### src/rtl/fpb_pkg.sv
package fpb_pkg;

  typedef enum logic [1:0] {
    KIND_LOAD   = 2'b00,
    KIND_DMA    = 2'b01,
    KIND_IFETCH = 2'b10
  } reqKind_e;

  // strobes from the sequencer to the line store
  typedef struct packed {
    logic fillWr;    // write returned array line into the victim entry
    logic touchHit;  // a hit was served: mark its entry most recent
  } ctrlStrobe_t;

endpackage

### src/rtl/fpb_datapath.sv
module fpb_datapath
  import fpb_pkg::*;
#(
  parameter int NUM_ENTRIES = 4,
  parameter int LINE_W      = 12,
  parameter int BEAT_BITS   = 64
) (
  input  logic                   clk,
  input  logic                   rstN,
  input  ctrlStrobe_t            strobe,
  input  logic                   inval,
  input  logic [LINE_W-1:0]      reqLine,
  input  logic                   reqBeatHi,
  input  logic [LINE_W-1:0]      pfLine,
  input  logic [LINE_W-1:0]      fillLine,
  input  logic [2*BEAT_BITS-1:0] fillData,
  output logic                   reqHit,
  output logic [BEAT_BITS-1:0]   reqData,
  output logic                   pfHit
);

  localparam int LINE_BITS = 2 * BEAT_BITS;
  localparam int IDX_W     = (NUM_ENTRIES > 1) ? $clog2(NUM_ENTRIES) : 1;

  logic [LINE_W-1:0]    tagQ  [NUM_ENTRIES];
  logic [LINE_BITS-1:0] dataQ [NUM_ENTRIES];
  logic [IDX_W-1:0]     ageQ  [NUM_ENTRIES];
  logic [NUM_ENTRIES-1:0] validQ;

  logic [NUM_ENTRIES-1:0] reqMatch, pfMatch;
  logic [IDX_W-1:0] hitIdx, victimIdx, touchIdx;
  logic touchEn;
  logic foundFree;
  logic [LINE_BITS-1:0] hitLine;

  genvar g;
  generate
    for (g = 0; g < NUM_ENTRIES; g++) begin : gCmp
      assign reqMatch[g] = validQ[g] && (tagQ[g] == reqLine);
      assign pfMatch[g]  = validQ[g] && (tagQ[g] == pfLine);
    end
  endgenerate

  assign reqHit = |reqMatch;
  assign pfHit  = |pfMatch;

  always_comb begin
    hitIdx = '0;
    for (int i = 0; i < NUM_ENTRIES; i++)
      if (reqMatch[i]) hitIdx = IDX_W'(i);
  end

  assign hitLine = dataQ[hitIdx];
  assign reqData = reqBeatHi ? hitLine[BEAT_BITS +: BEAT_BITS] : hitLine[0 +: BEAT_BITS];

  // victim: lowest empty entry, otherwise the oldest
  always_comb begin
    victimIdx = '0;
    foundFree = 1'b0;
    for (int i = 0; i < NUM_ENTRIES; i++)
      if (!validQ[i] && !foundFree) begin
        victimIdx = IDX_W'(i);
        foundFree = 1'b1;
      end
    if (!foundFree)
      for (int i = 0; i < NUM_ENTRIES; i++)
        if (ageQ[i] == IDX_W'(NUM_ENTRIES - 1)) victimIdx = IDX_W'(i);
  end

  // a fill in the same cycle as a hit takes the recency update
  assign touchEn  = strobe.fillWr || strobe.touchHit;
  assign touchIdx = strobe.fillWr ? victimIdx : hitIdx;

  always_ff @(posedge clk or negedge rstN) begin
    if (!rstN) begin
      validQ <= '0;
      for (int i = 0; i < NUM_ENTRIES; i++) begin
        tagQ[i]  <= '0;
        dataQ[i] <= '0;
        ageQ[i]  <= IDX_W'(i);
      end
    end else begin
      if (inval) begin
        validQ <= '0;
      end else if (strobe.fillWr) begin
        validQ[victimIdx] <= 1'b1;
        tagQ[victimIdx]   <= fillLine;
        dataQ[victimIdx]  <= fillData;
      end
      if (touchEn)
        for (int i = 0; i < NUM_ENTRIES; i++) begin
          if (IDX_W'(i) == touchIdx)       ageQ[i] <= '0;
          else if (ageQ[i] < ageQ[touchIdx]) ageQ[i] <= ageQ[i] + 1'b1;
        end
    end
  end

  // ---- assertions ----
  logic [NUM_ENTRIES-1:0] ageSeen;
  always_comb begin
    ageSeen = '0;
    for (int i = 0; i < NUM_ENTRIES; i++)
      ageSeen[ageQ[i]] = 1'b1;
  end

  // recency ranks stay a permutation, so exactly one entry is oldest
  a_r9_age_permutation: assert property (@(posedge clk) disable iff (!rstN)
    &ageSeen);

  // invalidate leaves nothing resident
  a_r12_inval_clears: assert property (@(posedge clk) disable iff (!rstN)
    inval |=> (validQ == '0));

  // a written line is resident in the chosen victim afterwards
  a_r9_fill_lands: assert property (@(posedge clk) disable iff (!rstN)
    (strobe.fillWr && !inval) |=> (validQ[$past(victimIdx)] && tagQ[$past(victimIdx)] == $past(fillLine)));

endmodule

### src/rtl/fpb_control.sv
module fpb_control
  import fpb_pkg::*;
#(
  parameter int LINE_W      = 12,
  parameter int ARRAY_LINES = 4096
) (
  input  logic              clk,
  input  logic              rstN,
  input  logic              reqValid,
  input  logic [1:0]        reqKind,
  input  logic [LINE_W-1:0] reqLine,
  input  logic              reqHit,
  input  logic              pfHit,
  input  logic              pfEn,
  input  logic              inval,
  input  logic              arrRdValid,
  output logic              rspValid,
  output logic              arrRdEn,
  output logic [LINE_W-1:0] arrRdLine,
  output logic [LINE_W-1:0] fillLine,
  output logic [LINE_W-1:0] pfLine,
  output ctrlStrobe_t       strobe
);

  localparam logic [LINE_W-1:0] LAST_LINE = LINE_W'(ARRAY_LINES - 1);

  logic busyQ, discardQ, pfPendQ;
  logic [LINE_W-1:0] flightLineQ, pfLineQ;
  logic demandMiss, issueDemand, issuePf, pfSet, pfDrop;

  assign demandMiss  = reqValid && !reqHit;
  assign issueDemand = demandMiss && !busyQ;
  assign issuePf     = !busyQ && !demandMiss && pfPendQ && pfEn && !pfHit;
  assign pfDrop      = pfPendQ && !busyQ && pfHit;

  assign arrRdEn   = issueDemand || issuePf;
  assign arrRdLine = issueDemand ? reqLine : pfLineQ;
  assign fillLine  = flightLineQ;
  assign pfLine    = pfLineQ;

  assign rspValid = reqValid && reqHit;
  assign pfSet    = rspValid && (reqKind == KIND_IFETCH) && pfEn && (reqLine != LAST_LINE);

  assign strobe.fillWr   = arrRdValid && !discardQ && !inval;
  assign strobe.touchHit = rspValid;

  always_ff @(posedge clk or negedge rstN) begin
    if (!rstN) begin
      busyQ       <= 1'b0;
      discardQ    <= 1'b0;
      flightLineQ <= '0;
      pfPendQ     <= 1'b0;
      pfLineQ     <= '0;
    end else begin
      if (arrRdEn) begin
        busyQ       <= 1'b1;
        flightLineQ <= arrRdLine;
        discardQ    <= 1'b0;
      end else begin
        if (arrRdValid)     busyQ    <= 1'b0;
        if (inval && busyQ) discardQ <= 1'b1;
      end
      if (pfSet) begin
        pfPendQ <= 1'b1;
        pfLineQ <= reqLine + 1'b1;
      end else if (issuePf || pfDrop) begin
        pfPendQ <= 1'b0;
      end
    end
  end

  // ---- assertions ----
  // a read strobe is never followed directly by another
  a_r11_single_read: assert property (@(posedge clk) disable iff (!rstN)
    arrRdEn |=> !arrRdEn);

  // array data only returns for an outstanding read
  a_r11_data_when_busy: assert property (@(posedge clk) disable iff (!rstN)
    arrRdValid |-> busyQ);

  // served loads and DMA reads do not arm a prefetch
  a_r6_no_pf_from_data: assert property (@(posedge clk) disable iff (!rstN)
    (rspValid && reqKind != KIND_IFETCH && !pfPendQ) |=> !pfPendQ);

  // waiting on the in-flight line issues no duplicate read
  a_r10_no_duplicate: assert property (@(posedge clk) disable iff (!rstN)
    (busyQ && reqValid && reqLine == flightLineQ && !discardQ && !inval) |=> !(arrRdEn && arrRdLine == $past(flightLineQ)));

endmodule

### src/rtl/flash_prefetch_buf.sv
module flash_prefetch_buf
  import fpb_pkg::*;
#(
  parameter int NUM_ENTRIES = 4,
  parameter int ARRAY_LINES = 4096,
  parameter int BEAT_BITS   = 64,
  localparam int LINE_W     = $clog2(ARRAY_LINES),
  localparam int ADDR_W     = LINE_W + 1
) (
  input  logic                   clk,
  input  logic                   rstN,
  input  logic                   reqValid,
  input  logic [ADDR_W-1:0]      reqAddr,
  input  logic [1:0]             reqKind,
  output logic                   rspValid,
  output logic [BEAT_BITS-1:0]   rspData,
  input  logic                   pfEn,
  input  logic                   inval,
  output logic                   arrRdEn,
  output logic [LINE_W-1:0]      arrRdLine,
  input  logic                   arrRdValid,
  input  logic [2*BEAT_BITS-1:0] arrRdData
);

  ctrlStrobe_t strobe;
  logic reqHit, pfHit;
  logic [LINE_W-1:0] reqLine, fillLine, pfLine;

  assign reqLine = reqAddr[ADDR_W-1:1];

  fpb_control #(.LINE_W(LINE_W), .ARRAY_LINES(ARRAY_LINES)) uCtrl (
    .clk(clk), .rstN(rstN), .reqValid(reqValid), .reqKind(reqKind),
    .reqLine(reqLine), .reqHit(reqHit), .pfHit(pfHit), .pfEn(pfEn),
    .inval(inval), .arrRdValid(arrRdValid), .rspValid(rspValid),
    .arrRdEn(arrRdEn), .arrRdLine(arrRdLine), .fillLine(fillLine),
    .pfLine(pfLine), .strobe(strobe)
  );

  fpb_datapath #(.NUM_ENTRIES(NUM_ENTRIES), .LINE_W(LINE_W), .BEAT_BITS(BEAT_BITS)) uData (
    .clk(clk), .rstN(rstN), .strobe(strobe), .inval(inval),
    .reqLine(reqLine), .reqBeatHi(reqAddr[0]), .pfLine(pfLine),
    .fillLine(fillLine), .fillData(arrRdData), .reqHit(reqHit),
    .reqData(rspData), .pfHit(pfHit)
  );

endmodule

### config.mk
export PLATFORM = sky130hd
export DESIGN_NAME = flash_prefetch_buf
export DESIGN_NICKNAME = d
export VERILOG_FILES = /design/src/rtl/fpb_pkg.sv /design/src/rtl/fpb_datapath.sv /design/src/rtl/fpb_control.sv /design/src/rtl/flash_prefetch_buf.sv
export SDC_FILE = /design/constraint.sdc
export NUM_CORES = 1
export LEC_CHECK = 0
export BUFFER_PORTS_ARGS = -buffer_cell sky130_fd_sc_hd__buf_2
export CORE_MARGIN = 3
export CORE_UTILIZATION = 45
export CTS_CLUSTER_SIZE = 40
export DETAILED_ROUTE_END_ITERATION = 7
export GPL_ROUTABILITY_DRIVEN = 1
export GPL_TIMING_DRIVEN = 0
export RECOVER_POWER = 50
export SYNTH_ARGS = -nofsm -noshare
export SYNTH_HDL_FRONTEND = slang
export SYNTH_SLANG_ARGS = --single-unit
### constraint.sdc
create_clock -name clk -period 4.15 [get_ports clk]
set_input_delay 0.83 -clock clk [delete_from_list [all_inputs] [get_ports clk]]
set_output_delay 0.83 -clock clk [all_outputs]
set_load 0.005 [all_outputs]
==> results.yml, run 1 <==
pwr:
  swShare_pct: 27.0
  switching_power_mw: 4.71
  power.total_mw: 17.5
  p_int_mw: 12.8
  combPwrFrac_pct: 18.5
  power_frac_seq_pct: 46.1
  max-vdd-ir-drop_v: 0.000336
  power.density_nw_per_um2: 500
  leakage_nw: 15.6
  pwr-share-clk_pct: 35.4
sta:
  rsz0062_at_grt: "yes"
  setup_viol: 1
  max_freq_ghz: 0.239
  setup_ws_ns: -0.0265
  finClkSkew_ns: 0.0111
  slew_headroom_pct: -96.4
  post-route-period-util_pct: 101
  holdWs_ns: 0.492
  worstMarginPinSlew_ns: 2.95
  hold_violations: 0
  fin_crit_ns: 4.18
  final_max_slew_viol_count: 112
grt:
  track_usage_pct: 26.6
  antenna_found_initial: 15
  grt_pass1_vias: 22200
  gr-total-overflow: 0
  grt_max_degree: 127
  grt_pass1_wl_um: 136000
setup_path:
  r2r_start: "uData.ageQ[3]"
  path_depth: 12
  regToRegSetupSlack_ns: 0.26
  cp_max_fo: 10
  worstSetupStartpointType: "input port"
  endpoint_kind: "output port"
  reg2reg_to: "uData.dataQ[491]"
  crit_buf_inv: 6
  slowest_delay_ns: 0.56
  critPathTopFamily: "buffers and inverters"
  cp.required_ns: 3.32
  cp.arrival_ns: 3.35
  path_cells: "buf_2 -> buf_4 -> xnor2_1 -> nand2_1 -> or4_4 -> a21oi_4 -> buf_12 -> buf_12 -> buf_8 -> o221ai_1 -> a31oi_2 -> buf_2"
  crit_type: "in2out"
  reg2reg_depth: 9
  slowest_stage: "or4_4"
clock_tree:
  clock_sinks: 599
  insertion_delay_ns: 0.61
  cts_tree: "done"
  clk_pin_slew_ns: 0.06
  cts-root-buf: "clkbuf_16"
  htree_levels: 3
  ctsHoldBuffers: 0
  cts-buffers-inserted: 68
  clockBufferDepth: 3
min_path:
  min_to: "uData.dataQ[133]"
  min_from: "arrRdData[5]"
  hold_path_depth: 2
  hold_class: "in2reg"
floorplan:
  rows: 92
  coreArea_um2: 63200
  die-width_um: 259
  die_h_um: 259
  start_util_pct: 45.5
  dieArea_um2: 67000
  boundaryPins: 227
cells_and_area:
  fillers: 5356
  area_growth_pct: 21.4
  register_area_um2: 15000
  multi_input_area_um2: 13600
  fin_nets: 2871
  drive_above_1_share_pct: 42.6
drt:
  num_vias: 21400
  via_per_inst: 5.91
  drc: 0
  wl_per_cell_um: 25.2
  drt_iter0_drc: 1533
  drtPass1Iterations: 5
  detail-route-antenna-nets: 0
  finalWirelength_um: 91100
flow_run:
  maxCapViolations: 1
synth:
  syn_inst: 2392
  synth.distinct_cells: 58
  yosys_warnings: 0
  ys_seq_area_share_pct: 52.1
  syn_nets: 2546
  syn_avg_cell_area_um2: 12.0
  synthArstFlopShare_pct: 100
  synth_edf_count: 0
  synth_area_um2: 28800
  ys_dominant_reg_cell: "dfrtp_1"
  synth-seq-cells: 599
run_status:
  outcome: "finished with violations"
  violations: "capacitance limit, slew limit, setup timing"
placed_design:
  io_buffers: 215
  gp_congestion: 0.880
  dp_hpwl_um: 61300
-- final cells by class --
class                      instances  area share [%]
clock inverter                    17           0.605
antenna                            8          0.0573
tap                              846            3.03
sequential                       599            42.9
clock buffer                     104            5.99
timing repair buffer             262            4.76
buffer                           190            3.50
multi-input combinational       1578            38.9
inverter                          18           0.193
-- through the flow --
stage	setup TNS, ns	worst slack, ns	utilization (%)	cell area, um2	std cells
CTS	0	0.00347	54.0	34100	3594
floorplan	0	0.451	-	28800	2392
detailed placement	-74.05	-1.14	49.1	31000	3457
global route	-1.01	-0.0934	55.3	34900	3620
finish	-0.0265	-0.0265	55.3	34900	3622
global placement	-5953.67	-9.93	48.9	30900	3453
-- sequential cells by signal, indices dropped and copies added, names as in the netlist --
register / count
uData.tagQ: 48
uCtrl.busyQ: 1
uCtrl.fillLine: 12
uCtrl.pfPendQ: 1
uData.dataQ: 512
uData.validQ: 4
uData.ageQ: 8
uCtrl.discardQ: 1
uCtrl.pfLine: 12
-- cell usage after synthesis (2+ instances only) --
master	number	area, um2
a221o_1	2	20.0
buf_1	15	56.3
dfstp_2	4	105
nor3_1	72	360
and3_1	9	56.3
nor2_1	150	563
mux2_2	588	6620
or4_1	2	15.0
nor4_4	2	42.5
a211oi_1	10	75.1
o21a_1	2	15.0
nor4_1	6	37.5
a21oi_1	79	395
a41o_1	3	30.0
nand4_2	2	25.0
o211ai_1	64	480
xor2_1	6	52.6
a31oi_1	64	400
ha_1	5	62.6
buf_2	10	50.1
inv_1	18	67.6
o22ai_1	2	12.5
clkbuf_1	159	597
o21ai_0	197	986
a211oi_2	2	25.0
nand2b_1	2	12.5
buf_4	12	90.1
nand2_1	18	67.6
xnor2_1	100	876
mux2i_1	69	691
nand4_1	14	87.6
nand3_1	18	90.1
dfrtp_1	595	14900
o221ai_1	67	587
-- worst reg2reg max path, stage by stage, from the launching register on --
cell and delay [ns]:
dfstp_2 0.57, ha_1 0.16, nand2b_1 0.15, o221ai_1 0.19, nand2_1 0.11, nand2_1 0.09, nor2_1 0.55, clkbuf_1 0.82
clkbuf_1 0.73, mux2_2 0.42
-- routing by layer --
metal  wire [um]  track usage [%]  vias to the layer above  share of wire, %
met5          48                0                        -             0.053
met2       43600             43.1                      636                48
met1       39700             35.7                    11200                44
li1            -                -                     9437                 -
met4        2900             10.4                        8               3.2
met3        4850             4.67                      173               5.3
-- kinds of logic (layout without fill, tap and decap cells) --
| logic type | count (synthesis) | in the layout | synth area share (%) |
|---|---|---|---|
| simple gates | 302 | 302 | 4.92 |
| buf+inv | 215 | 591 | 3.03 |
| compound gates | 507 | 507 | 11.0 |
| mux | 658 | 658 | 25.5 |
| xor+xnor | 106 | 106 | 3.23 |
| other cells | 0 | 8 | 0 |
| flops | 599 | 599 | 52.1 |
| fa+ha+maj | 5 | 5 | 0.217 |
-- how the worst max path moves through the flow --
stage	from	end
2_1_floorplan	reqAddr[7]	rspData[15]
3_3_place_gp	rstN	uData.dataQ[283]
3_5_place_dp	reqAddr[1]	rspData[0]
4_1_cts	uData.tagQ[2]	rspData[62]
5_1_grt	uData.tagQ[23]	rspData[61]
6_report	reqAddr[2]	rspData[61]
-- cells in the final DEF (no fill, tap or decap), types with 5 or more instances in the layout --
cell type	instances
buf_4	46
and3_1	9
nand4_1	14
nand2_1	18
inv_1	18
xor2_1	6
clkbuf_16	80
o211ai_1	64
o221ai_2	11
mux2i_1	69
nor4_1	5
diode_2	8
a21oi_4	9
a21oi_1	54
ha_1	5
a211oi_1	10
buf_2	220
a31oi_2	15
nand3_1	15
clkbuf_4	16
o221ai_1	55
a31oi_1	47
buf_1	7
buf_12	11
mux2_2	588
nor3_2	34
clkinv_2	9
nor2_1	149
a21oi_2	17
buf_8	9
o21ai_1	25
clkbuf_2	24
xnor2_1	88
clkbuf_1	106
nor3_1	38
dfrtp_1	593
buf_6	12
xnor2_2	12
o21ai_0	170
clkbuf_8	23
-- timing repair --
action,4_1_cts,5_1_grt
gates resized for setup,177,188
setup buffers,15,18
pin swaps,23,48
cloned,3,8
endpoints found under the setup margin,75,75
-- power groups by stage --
stage          registers [mW]  clock network, mW  logic (mW)
2_1_floorplan            7.83                  0        2.20
3_3_place_gp             8.01                  0        3.02
3_5_place_dp             8.09                  0        3.14
4_1_cts                  8.00               6.30        3.20
5_1_grt                  8.20               6.54        3.54
6_report                 8.06               6.19        3.23
Note: power is estimated with default switching activity, not from simulation.
==> run 2, diff against run 1 <==
--- a/config.mk
+++ b/config.mk
@@ -5,6 +5,7 @@
 export SDC_FILE = /design/constraint.sdc
 export NUM_CORES = 1
 export LEC_CHECK = 0
+export ABC_AREA = 1
 export BUFFER_PORTS_ARGS = -buffer_cell sky130_fd_sc_hd__buf_2
 export CORE_MARGIN = 3
 export CORE_UTILIZATION = 45
==> run 2 against run 1 <==
Net effect:
- the flow finishes with violations (capacitance limit, slew limit)
- register-to-register slack improved by 0.03 ns
- first-iteration DRC count grew 50%
- count of clock-buffer cells in the layout down 9
- via count is 22% higher
- final area is 5.3% lower
- non-clock buffer count grew 14
- maximum frequency is 2.2% higher
- highest routed layer unchanged
- sequential power up 18%
- global-route usage increased by 3.7 points
- wire length up 11%
- sequential share of layout area increased by 2.4 points
- synthesized cell count rose by 46%
==> results.yml, run 2 <==
run_status:
  outcome: "finished with violations"
  violations: "capacitance limit, slew limit"
floorplan:
  boundaryPins: 227
  die-width_um: 256
  coreArea_um2: 61800
  rows: 91
  die_h_um: 256
  dieArea_um2: 65700
  start_util_pct: 45.6
drt:
  drt_iter0_drc: 2303
  via_per_inst: 5.60
  finalWirelength_um: 101000
  drc: 0
  wl_per_cell_um: 21.6
  drtPass1Iterations: 5
  detail-route-antenna-nets: 0
  num_vias: 26200
setup_path:
  crit_type: "in2out"
  worstSetupStartpointType: "input port"
  critPathLaunch: "reqAddr[5]"
  cp.required_ns: 3.32
  r2r_start: "uData.validQ[2]"
  endpoint_kind: "output port"
  cp_max_fo: 10
  cp.arrival_ns: 3.25
sta:
  post-route-period-util_pct: 98.4
  holdWs_ns: 0.447
  max_freq_ghz: 0.245
  final_max_slew_viol_count: 50
  hold_violations: 0
  setup_viol: 0
  worstMarginPinSlew_ns: 3.08
  fin_crit_ns: 4.08
  finClkSkew_ns: 0.0245
  slew_headroom_pct: -105
cells_and_area:
  final_common_cell: "o21ai_0"
  layout_common_cells: "o21ai_0 (798), nand2_1 (796), dfrtp_1 (592)"
  stdcell_count: 4680
  drive_above_1_share_pct: 13.2
  largest_reg_flops: 512
  diodes: 0
  register_area_um2: 15000
  fin_nets: 3956
  area_growth_pct: 17.2
  regMostFlops: "uData.dataQ"
  fillers: 6157
  fin_util_pct: 53.5
  multi_input_area_um2: 11200
  largest_registers: "uData.dataQ x512, uData.tagQ x48"
pwr:
  power.density_nw_per_um2: 596
  max-vdd-ir-drop_v: 0.000326
  leakage_nw: 16.3
synth:
  ys_seq_area_share_pct: 53.2
  synth.distinct_cells: 41
  synthTopCellsByArea: "dfrtp_1 (53%), o21ai_0 (14%), nand2_1 (11%), nor2_1 (4.1%), inv_1 (4.1%)"
  synth.cells.most_frequent: "o21ai_0 (815), nand2_1 (800), dfrtp_1 (595), nor2_1 (311), inv_1 (305)"
  syn_nets: 3658
  synth_area_um2: 28200
  yosysTopAreaCellShare_pct: 52.8
  synth-seq-cells: 599
  syn_avg_cell_area_um2: 8.05
  yosysTopAreaCell: "dfrtp_1"
  synthArstFlopShare_pct: 100
  syn_inst: 3504
  yosysMostFrequentCell: "o21ai_0"
  ys_dominant_reg_cell: "dfrtp_1"
  yosys_warnings: 0
  synth_edf_count: 0
clock_tree:
  clk_pin_slew_ns: 0.06
  insertion_delay_ns: 0.62
  ctsHoldBuffers: 0
  cts_tree: "done"
  cts-root-buf: "clkbuf_16"
  cts-buffers-inserted: 67
  clock_sinks: 599
  htree_levels: 3
  clockBufferDepth: 3
placed_design:
  io_buffers: 220
  dp_cells: 4566
  dp_hpwl_um: 69800
  gp_congestion: 0.963
min_path:
  hold_class: "in2reg"
  min_from: "arrRdValid"
grt:
  grt_max_degree: 115
  track_usage_pct: 30.4
  gr-total-overflow: 0
  antenna_found_initial: 1
  grt_pass1_wl_um: 155000
  grt_pass1_vias: 25600
flow_run:
  maxCapViolations: 1
[run 2: cell count changes after synthesis, moves of 61 or more]
cell	previous run	this run
nand2_1	18	800
o21ai_0	197	815
mux2_2	588	0
inv_1	18	305
nor2_1	150	311
o21ai_1	1	111
xnor2_1	100	15
o22ai_1	2	74
a21oi_1	79	8
mux2i_1	69	0
buf_2	10	78
a31oi_1	64	0
nor3_1	72	8
o211ai_1	64	3
[run 2: final timing paths]
check	endpoint	slack, ns	cells after the start
hold / removal	uCtrl.busyQ	0.45	2
max in group asynchronous	uData.dataQ[274]	0.66	3
min in group asynchronous	uData.dataQ[504]	1.23	1
setup reg to reg	uData.dataQ[261]	0.29	13
hold reg to reg	uData.dataQ[228]	0.48	2
setup / recovery	rspData[8]	0.07	17
[run 2: critical path, stage by stage]
cell,delay (ns)
buf_2,0.23
inv_2,0.12
nand2_1,0.15
nand2_1,0.07
nor2_1,0.10
nand3b_1,0.13
nor2_4,0.16
nand2_2,0.11
nand2_8,0.12
inv_2,0.09
buf_12,0.17
buf_4,0.18
o21ai_0,0.15
o221ai_1,0.19
o21ai_1,0.24
inv_1,0.06
buf_2,0.13
[run 2: timing repair]
item / in CTS / in global routing
resized for setup: 95 / 117
buffers inserted: 2 / 3
pin swaps: 1 / 8
setup endpoints to repair: 64 / 65
[run 2: stage by stage]
step                      cell area, um2  worst slack (ns)  TNS (ns)  power (mW)
after floorplan                    28200             0.912         0        12.1
after global placement             30400            -10.61  -6338.95        13.7
after detailed placement           30500            -0.716    -29.97        13.9
after CTS                          32800           0.00197         0        19.7
after global routing               33100           -0.0125   -0.0157        21.0
final                              33100            0.0652         0        19.7
[run 2: cell families after synthesis]
logic type	after synthesis	synth area share [%]
adder cells (fa/ha/maj)	5	0.222
flip-flops	599	53.2
XOR/XNOR	37	1.15
buffers and inverters	560	7.85
AO/OA/AOI/OAI	1088	20.7
AND/OR/NAND/NOR	1215	16.9
[run 2: power breakdown]
part / switching [mW] / internal [mW]
Clock: 2.48 / 3.30
Sequential: 1.42 / 8.09
Combinational: 2.63 / 1.78
Total: 6.53 / 13.2
[run 2: area by class of cell]
type                            count  area share [%]
Sequential cell                   599            45.4
Clock buffer                       95            5.82
Multi-Input combinational cell   2345            33.9
Tap cell                          837            3.17
Clock inverter                     15           0.439
Buffer                            236            3.85
Inverter                          323            3.68
Timing Repair Buffer              230            3.81
[run 2: per-layer routing]
| layer | track usage [%] | routed length [um] |
|---|---|---|
| met1 | 42.4 | 43700 |
| met2 | 48.3 | 46600 |
| met3 | 4.56 | 6750 |
| met4 | 11.1 | 4000 |
| met5 | 0 | 11 |
